### config.mk
export PLATFORM = sky130hd
export DESIGN_NAME = mw_eeprom_host
export DESIGN_NICKNAME = d
export VERILOG_FILES = /design/src/rtl/mwh_pkg.sv /design/src/rtl/mwh_sk_div.sv /design/src/rtl/mwh_wait_cnt.sv /design/src/rtl/mwh_frame_gen.sv /design/src/rtl/mw_eeprom_host.sv
export SDC_FILE = /design/constraint.sdc
export NUM_CORES = 1
export LEC_CHECK = 0
export BUFFER_PORTS_ARGS = -buffer_cell sky130_fd_sc_hd__buf_2
export CAP_MARGIN = 20
export CORE_MARGIN = 2
export CORE_UTILIZATION = 60
export DETAILED_ROUTE_END_ITERATION = 6
export PLACE_DENSITY_LB_ADDON = 0.05
export SKIP_CTS_REPAIR_TIMING = 1
export SYNTH_ARGS = -nofsm -noshare
export SYNTH_HDL_FRONTEND = slang
export SYNTH_HIERARCHICAL = 1
export SYNTH_SLANG_ARGS = --single-unit
### constraint.sdc
create_clock -name clk -period 6.86 [get_ports clk]
set_clock_uncertainty 0.05 [all_clocks]
set_input_delay 1.372 -clock clk [delete_from_list [all_inputs] [get_ports clk]]
set_output_delay 1.372 -clock clk [all_outputs]
set_load 0.02 [all_outputs]
### src/rtl/mwh_pkg.sv
// Shared types for the serial EEPROM host: request codes and controller states.
// Assumes the parallel side encodes commands exactly as cmd_e below.
package mwh_pkg;

    typedef enum logic [2:0] {
        CMD_READ  = 3'd0,
        CMD_WRITE = 3'd1,
        CMD_ERASE = 3'd2,
        CMD_ERAL  = 3'd3,
        CMD_WRAL  = 3'd4,
        CMD_EWEN  = 3'd5,
        CMD_EWDS  = 3'd6
    } cmd_e;

    typedef enum logic [2:0] {
        S_IDLE,
        S_LOAD,
        S_SHIFT,
        S_GAP,
        S_POLL,
        S_TAIL,
        S_DONE
    } st_e;

    // True for the commands that start a self-timed programming cycle.
    function automatic logic is_prog(input cmd_e c);
        return (c == CMD_WRITE) || (c == CMD_ERASE) ||
               (c == CMD_ERAL)  || (c == CMD_WRAL);
    endfunction

endpackage

### src/rtl/mwh_sk_div.sv
// Half-period divider for the serial clock: pulses tick_o once every HALF_DIV
// cycles while en_i is high and restarts its count whenever en_i drops.
// Assumes HALF_DIV >= 4.
module mwh_sk_div #(
    parameter int HALF_DIV = 63
) (
    input  logic clk,
    input  logic rst_n,
    input  logic en_i,
    output logic tick_o
);
    localparam int DCW = $clog2(HALF_DIV);

    logic [DCW-1:0] cnt_q;

    assign tick_o = en_i && (cnt_q == DCW'(HALF_DIV - 1));

    // Count cycles of the current clock half, restarting after each tick.
    always_ff @(posedge clk) begin
        if (!rst_n || !en_i || tick_o) begin
            cnt_q <= '0;
        end else begin
            cnt_q <= cnt_q + 1'b1;
        end
    end

    // half periods never collapse into back-to-back ticks.
    p_tick_apart_r4: assert property (@(posedge clk) disable iff (!rst_n)
        tick_o |=> !tick_o);

endmodule

### src/rtl/mwh_wait_cnt.sv
// Loadable down-counter shared by the chip-select gap and the poll timeout.
// zero_o is high once the loaded count has run out; it holds at zero.
module mwh_wait_cnt #(
    parameter int W = 8
) (
    input  logic         clk,
    input  logic         rst_n,
    input  logic         load_i,
    input  logic [W-1:0] val_i,
    output logic         zero_o
);
    logic [W-1:0] cnt_q;

    assign zero_o = (cnt_q == '0);

    // Load on request, otherwise count down to zero and stay there.
    always_ff @(posedge clk) begin
        if (!rst_n) begin
            cnt_q <= '0;
        end else if (load_i) begin
            cnt_q <= val_i;
        end else if (!zero_o) begin
            cnt_q <= cnt_q - 1'b1;
        end
    end

endmodule

### src/rtl/mwh_frame_gen.sv
// Builds the left-aligned serial frame for one command: start bit, opcode,
// address and, for write and write-all, the data word. Also returns the
// number of clock pulses the frame needs (reads include dummy plus data).
module mwh_frame_gen
    import mwh_pkg::*;
#(
    parameter int AW = 6,
    parameter int DW = 16,
    localparam int FW = 3 + AW + DW,
    localparam int CW = $clog2(FW + 1)
) (
    input  cmd_e          cmd_i,
    input  logic [AW-1:0] addr_i,
    input  logic [DW-1:0] data_i,
    output logic [FW-1:0] frame_o,
    output logic [CW-1:0] nbits_o
);
    logic [1:0]    op;
    logic [AW-1:0] a;
    logic [DW-1:0] d;
    logic          long_f;

    // Select opcode, address field and payload for the requested command.
    always_comb begin
        op     = 2'b00;
        a      = addr_i;
        d      = '0;
        long_f = 1'b0;
        case (cmd_i)
            CMD_READ:  begin op = 2'b10; long_f = 1'b1; end
            CMD_WRITE: begin op = 2'b01; d = data_i; long_f = 1'b1; end
            CMD_ERASE: op = 2'b11;
            CMD_ERAL:  a = {2'b10, addr_i[AW-3:0]};
            CMD_WRAL:  begin a = {2'b01, addr_i[AW-3:0]}; d = data_i; long_f = 1'b1; end
            CMD_EWEN:  a = {2'b11, addr_i[AW-3:0]};
            default:   a = {2'b00, addr_i[AW-3:0]};
        endcase
        frame_o = {1'b1, op, a, d};
        nbits_o = long_f ? CW'(FW) : CW'(3 + AW);
    end

endmodule

### src/rtl/mw_eeprom_host.sv
// Host controller for a three-wire serial EEPROM. Takes one request at a
// time, shifts its frame out, reads back data, guards chip-select low time,
// polls for end of programming with a timeout and pulses done.
// Assumes one memory on the bus, HALF_DIV >= 4 (do_i passes a two-flop
// synchroniser) and CS_GAP, POLL_LIMIT >= 2.
module mw_eeprom_host
    import mwh_pkg::*;
#(
    parameter int AW         = 6,
    parameter int DW         = 16,
    parameter int HALF_DIV   = 63,
    parameter int CS_GAP     = 63,
    parameter int POLL_LIMIT = 2500000
) (
    input  logic          clk,
    input  logic          rst_n,
    input  logic          req_valid_i,
    output logic          req_ready_o,
    input  logic [2:0]    req_cmd_i,
    input  logic [AW-1:0] req_addr_i,
    input  logic [DW-1:0] req_data_i,
    input  logic          req_auto_en_i,
    output logic          done_o,
    output logic          err_o,
    output logic [DW-1:0] rdata_o,
    output logic          cs_o,
    output logic          sk_o,
    output logic          di_o,
    input  logic          do_i
);
    localparam int FW   = 3 + AW + DW;
    localparam int CW   = $clog2(FW + 1);
    localparam int WMAX = (CS_GAP > POLL_LIMIT) ? CS_GAP : POLL_LIMIT;
    localparam int WCW  = $clog2(WMAX + 1);
    localparam int LRW  = $clog2(CS_GAP + 1);

    st_e           state_q;
    cmd_e          cmd_q;
    cmd_e          cur_cmd;
    logic [AW-1:0] addr_q;
    logic [DW-1:0] data_q;
    logic          pre_en_q;
    logic          tmo_q;
    logic [FW-1:0] tx_q;
    logic [DW-1:0] rx_q;
    logic [CW-1:0] left_q;
    logic          sk_q, cs_q, done_q, err_q;
    logic [DW-1:0] rdata_q;
    logic          do_m, do_s;
    logic [FW-1:0] frame;
    logic [CW-1:0] nbits;
    logic          tick;
    logic          w_load, w_zero;
    logic [WCW-1:0] w_val;
    logic          last_fall;

    assign cur_cmd     = pre_en_q ? CMD_EWEN : cmd_q;
    assign req_ready_o = (state_q == S_IDLE);
    assign done_o      = done_q;
    assign err_o       = err_q;
    assign rdata_o     = rdata_q;
    assign cs_o        = cs_q;
    assign sk_o        = sk_q;
    assign di_o        = cs_q & tx_q[FW-1];
    assign last_fall   = (state_q == S_SHIFT) && tick && sk_q && (left_q == CW'(1));

    mwh_frame_gen #(.AW(AW), .DW(DW)) u_frame (
        .cmd_i   (cur_cmd),
        .addr_i  (addr_q),
        .data_i  (data_q),
        .frame_o (frame),
        .nbits_o (nbits)
    );

    mwh_sk_div #(.HALF_DIV(HALF_DIV)) u_div (
        .clk    (clk),
        .rst_n  (rst_n),
        .en_i   (state_q == S_SHIFT),
        .tick_o (tick)
    );

    mwh_wait_cnt #(.W(WCW)) u_wait (
        .clk    (clk),
        .rst_n  (rst_n),
        .load_i (w_load),
        .val_i  (w_val),
        .zero_o (w_zero)
    );

    // Bring the memory's data line into the clock domain.
    always_ff @(posedge clk) begin
        if (!rst_n) begin
            do_m <= 1'b0;
            do_s <= 1'b0;
        end else begin
            do_m <= do_i;
            do_s <= do_m;
        end
    end

    // Choose when and with what the shared wait counter is loaded.
    always_comb begin
        w_load = 1'b0;
        w_val  = '0;
        if (last_fall) begin
            w_load = 1'b1;
            w_val  = WCW'(CS_GAP - 1);
        end else if (state_q == S_GAP && w_zero && !pre_en_q && is_prog(cmd_q)) begin
            w_load = 1'b1;
            w_val  = WCW'(POLL_LIMIT - 1);
        end else if (state_q == S_POLL && (do_s || w_zero)) begin
            w_load = 1'b1;
            w_val  = WCW'(CS_GAP - 1);
        end
    end

    // Main sequencer: accept, shift, gap, poll, tail gap, report.
    always_ff @(posedge clk) begin
        if (!rst_n) begin
            state_q  <= S_IDLE;
            cmd_q    <= CMD_READ;
            addr_q   <= '0;
            data_q   <= '0;
            pre_en_q <= 1'b0;
            tmo_q    <= 1'b0;
            tx_q     <= '0;
            rx_q     <= '0;
            left_q   <= '0;
            sk_q     <= 1'b0;
            cs_q     <= 1'b0;
            done_q   <= 1'b0;
            err_q    <= 1'b0;
            rdata_q  <= '0;
        end else begin
            done_q <= 1'b0;
            err_q  <= 1'b0;
            case (state_q)
                S_IDLE: if (req_valid_i) begin
                    cmd_q    <= cmd_e'(req_cmd_i);
                    addr_q   <= req_addr_i;
                    data_q   <= req_data_i;
                    pre_en_q <= req_auto_en_i && is_prog(cmd_e'(req_cmd_i));
                    tmo_q    <= 1'b0;
                    state_q  <= S_LOAD;
                end
                S_LOAD: begin
                    tx_q    <= frame;
                    left_q  <= nbits;
                    cs_q    <= 1'b1;
                    state_q <= S_SHIFT;
                end
                S_SHIFT: if (tick) begin
                    if (!sk_q) begin
                        sk_q <= 1'b1;
                    end else begin
                        sk_q   <= 1'b0;
                        rx_q   <= {rx_q[DW-2:0], do_s};
                        tx_q   <= {tx_q[FW-2:0], 1'b0};
                        left_q <= left_q - 1'b1;
                        if (left_q == CW'(1)) begin
                            cs_q    <= 1'b0;
                            state_q <= S_GAP;
                        end
                    end
                end
                S_GAP: if (w_zero) begin
                    if (pre_en_q) begin
                        pre_en_q <= 1'b0;
                        state_q  <= S_LOAD;
                    end else if (is_prog(cmd_q)) begin
                        cs_q    <= 1'b1;
                        state_q <= S_POLL;
                    end else begin
                        state_q <= S_DONE;
                    end
                end
                S_POLL: if (do_s || w_zero) begin
                    tmo_q   <= !do_s;
                    cs_q    <= 1'b0;
                    state_q <= S_TAIL;
                end
                S_TAIL: if (w_zero) state_q <= S_DONE;
                default: begin
                    done_q  <= 1'b1;
                    err_q   <= tmo_q;
                    if (cmd_q == CMD_READ) rdata_q <= rx_q;
                    state_q <= S_IDLE;
                end
            endcase
        end
    end

    // Checker state: cycles chip select has been low, saturating at CS_GAP.
    logic [LRW-1:0] low_run;
    always_ff @(posedge clk) begin
        if (!rst_n)            low_run <= LRW'(CS_GAP);
        else if (cs_q)         low_run <= '0;
        else if (low_run != LRW'(CS_GAP)) low_run <= low_run + 1'b1;
    end

    // no clock pulse outside a selected frame.
    p_sk_in_frame_r4: assert property (@(posedge clk) disable iff (!rst_n)
        sk_o |-> cs_o);
    // data toward the memory holds while the clock is high.
    p_di_steady_r4: assert property (@(posedge clk) disable iff (!rst_n)
        (sk_o && $past(sk_o)) |-> $stable(di_o));
    // chip select only rises after a full guard gap.
    p_cs_gap_r5: assert property (@(posedge clk) disable iff (!rst_n)
        $rose(cs_o) |-> (low_run >= LRW'(CS_GAP)));
    // the error flag appears only alongside done.
    p_err_with_done_r7: assert property (@(posedge clk) disable iff (!rst_n)
        err_o |-> done_o);
    // done is a single-cycle pulse.
    p_done_pulse_r9: assert property (@(posedge clk) disable iff (!rst_n)
        done_o |=> !done_o);
    // never ready while the bus is in use.
    p_busy_not_ready_r9: assert property (@(posedge clk) disable iff (!rst_n)
        cs_o |-> !req_ready_o);
    // data line quiet while deselected.
    p_di_quiet_r10: assert property (@(posedge clk) disable iff (!rst_n)
        !cs_o |-> !di_o);

endmodule

==> metrics.yaml <==
status: "completed"
hpwl_microns: 9100
use_met2: 0.433
share_comb_of_total_power: 0.337
async_flop_share: 0
grt-ovfl-total: 0
start_util: 0.620
clock_sinks: 126
cts.path.max_buffers: 2
end_kind: "register"
r2r_cells: 12
power_switching_uw: 999
worst_r2r_startpoint: "state_q[1]"
row_count: 36
drv_slew: 0
switching_share: 0.368
portBuffers: 51
insertion_delay_ps: 530
drive_above_1_share: 0.166
ir_drop_mv: 0.215
place_area_sq_um: 6260
synth-seq-cells: 126
nets: 807
fin_tns_setup_ps: 0
worstMarginPinSlew_ps: 964
antenna_found_initial: 0
hp-class: "reg2reg"
drt_iter0_markers: 199
syn2layout_area_growth_pct: 12.2
final_common_cell: "nand2_1"
grt_usage: 0.256
die_x_microns: 104
grt_max_degree: 90
final_cell_mix: "192 x nand2_1, 126 x dfxtp_1, 67 x a21oi_1"
power_frac_clock: 0.296
drt_pass1_iterations: 5
hold_end: "do_s"
ys_seq_area_frac: 0.416
p_int_uw: 1720
hold_start: "do_m"
whs_ps: 398
p_leak_uw: 0.00245
min_path_cells: 1
setup-violations-final: 0
fin_crit_ps: 3820
viasPerCell: 5.61
clk_pin_slew_ps: 60
worstPathMaxFanout: 31
cts_tree: "done"
reg2reg_slack_ps: 3040
gp_routability_congestion: 0.842
root_buffer: "clkbuf_8"
critPathLaunchType: "register"
power.density_nw_per_um2: 399
busiest_layer: "met2"
worstPathRequired_ps: 7260
synth-main-ff-cell: "dfxtp_1"
rsz0062_at_grt: "no"
critPathKind: "reg2reg"
max_freq_mhz: 261
drv_cap: 0
grt_pass1_vias: 4924
synth_cells: 737
yosysWarningCount: 6
die_h_microns: 104
maxSlewHeadroom: 0.354
use_met1: 0.320
postSynthAreaPerCell_sq_um: 8.22
diodes: 0
routed_wl_microns: 13500
worst_ep_arrival_time_ps: 4220
r2r_end: "u_wait/cnt_q[18]"
wl_per_cell_microns: 14.7
hold_viol: 0
core_area_sq_um: 9770
fin_crit_sh: 0.558
synth_cell_type_count: 83
drtAntennaViolNets: 0
numCtsBuffers: 17
synth-edff-count: 0
htree_levels: 4
use_met3: 0.0608
pin_count: 52
dieArea_sq_um: 10900
grt_pass1_wl_microns: 22700
synth_area_sq_um: 6060
stdcell_area_sq_um: 6800
vias: 5143
drc: 0
seqPwrFrac: 0.367
-- per-stage QoR --
stage | power [uW] | setup WS (ps) | utilization | cells
3_5_place_dp | 1910 | 3120 | 0.641 | 886
2_1_floorplan | 1760 | 3710 | - | 751
3_3_place_gp | 1880 | 3260 | 0.641 | 886
6_report | 2710 | 3040 | 0.695 | 917
4_1_cts | 2730 | 3080 | 0.695 | 917
5_1_grt | 2890 | 2710 | 0.695 | 917
-- worst max path at each step --
stage / start / slack (ps) / endpoint
2_1_floorplan: u_wait/cnt_q[9] / 3710 / u_wait/cnt_q[14]
3_3_place_gp: state_q[1] / 3260 / u_wait/cnt_q[18]
3_5_place_dp: state_q[1] / 3120 / u_wait/cnt_q[18]
4_1_cts: state_q[1] / 3080 / u_wait/cnt_q[18]
5_1_grt: state_q[1] / 2710 / u_wait/cnt_q[18]
6_report: state_q[1] / 3040 / u_wait/cnt_q[18]
-- cells in the mapped netlist, types with 6 or more instances --
library cell / number / area [sq um]
nand2_1: 192 / 721
dfxtp_1: 126 / 2520
a21oi_1: 67 / 335
nor2_1: 45 / 169
o21ai_0: 25 / 125
buf_2: 19 / 95.1
clkbuf_1: 18 / 67.6
a311oi_1: 14 / 123
buf_4: 11 / 82.6
nor3_1: 11 / 55.1
a311oi_2: 10 / 150
and2_1: 10 / 62.6
inv_1: 10 / 37.5
nor3b_1: 10 / 75.1
nor3b_2: 10 / 125
xor2_1: 10 / 87.6
nand3_1: 9 / 45.0
nand2b_1: 8 / 50.1
nand4_1: 7 / 43.8
nor2b_1: 7 / 43.8
buf_6: 6 / 67.6
o211ai_1: 6 / 45.0
-- logic make-up (layout without fill, tap and decap cells) --
logic type | after synthesis | in the layout | share of synthesized area
simple gates | 350 | 350 | 0.288
mux | 1 | 1 | 0.00165
other cells | 3 | 17 | 0.00186
buf+inv | 67 | 100 | 0.0605
compound gates | 171 | 171 | 0.199
xor+xnor | 14 | 14 | 0.0215
flops | 126 | 126 | 0.416
fa+ha+maj | 5 | 5 | 0.0103
-- power groups by stage --
stage | Sequential, uW | Combinational [uW] | Clock, uW
after CTS | 994 | 911 | 820
final | 996 | 914 | 804
after global placement | 1000 | 879 | 0
after global routing | 1020 | 1020 | 857
after floorplan | 969 | 788 | 0
after detailed placement | 1010 | 905 | 0
-- flip-flops by register name, indices dropped and copies added, names as in the netlist, 5 cells and up --
name,count
tx_q,25
u_wait/cnt_q,22
data_q,16
rdata_o,16
rx_q,16
addr_q,6
u_div/cnt_q,6
left_q,5
-- critical path: stages, from the launching register on --
cell and delay (ps):
dfxtp_1 560, or3b_1 460, clkinv_4 210, nand4_1 160, nor2_1 270, nand3_2 390
o22a_1 320, o21ai_0 90, buf_4 200, and2_1 560, nand2_1 160, o21ai_0 120
a2bb2oi_1 190
-- area by class of cell --
class | instances | area (sq um)
Clock buffer | 24 | 470
Clock inverter | 7 | 62.6
Fill cell | 826 | 2980
Inverter | 13 | 53.8
Multi-Input combinational cell | 558 | 3230
Sequential cell | 126 | 2520
Tap cell | 133 | 166
Timing Repair Buffer | 56 | 293
-- routing by layer --
layer / vias to the layer above / routed length (microns)
met1: 2398 / 6070
met5: - / 0
met3: 10 / 678
met2: 121 / 6590
met4: 0 / 137
li1: 2614 / -
(Power assumes the default switching activity.)
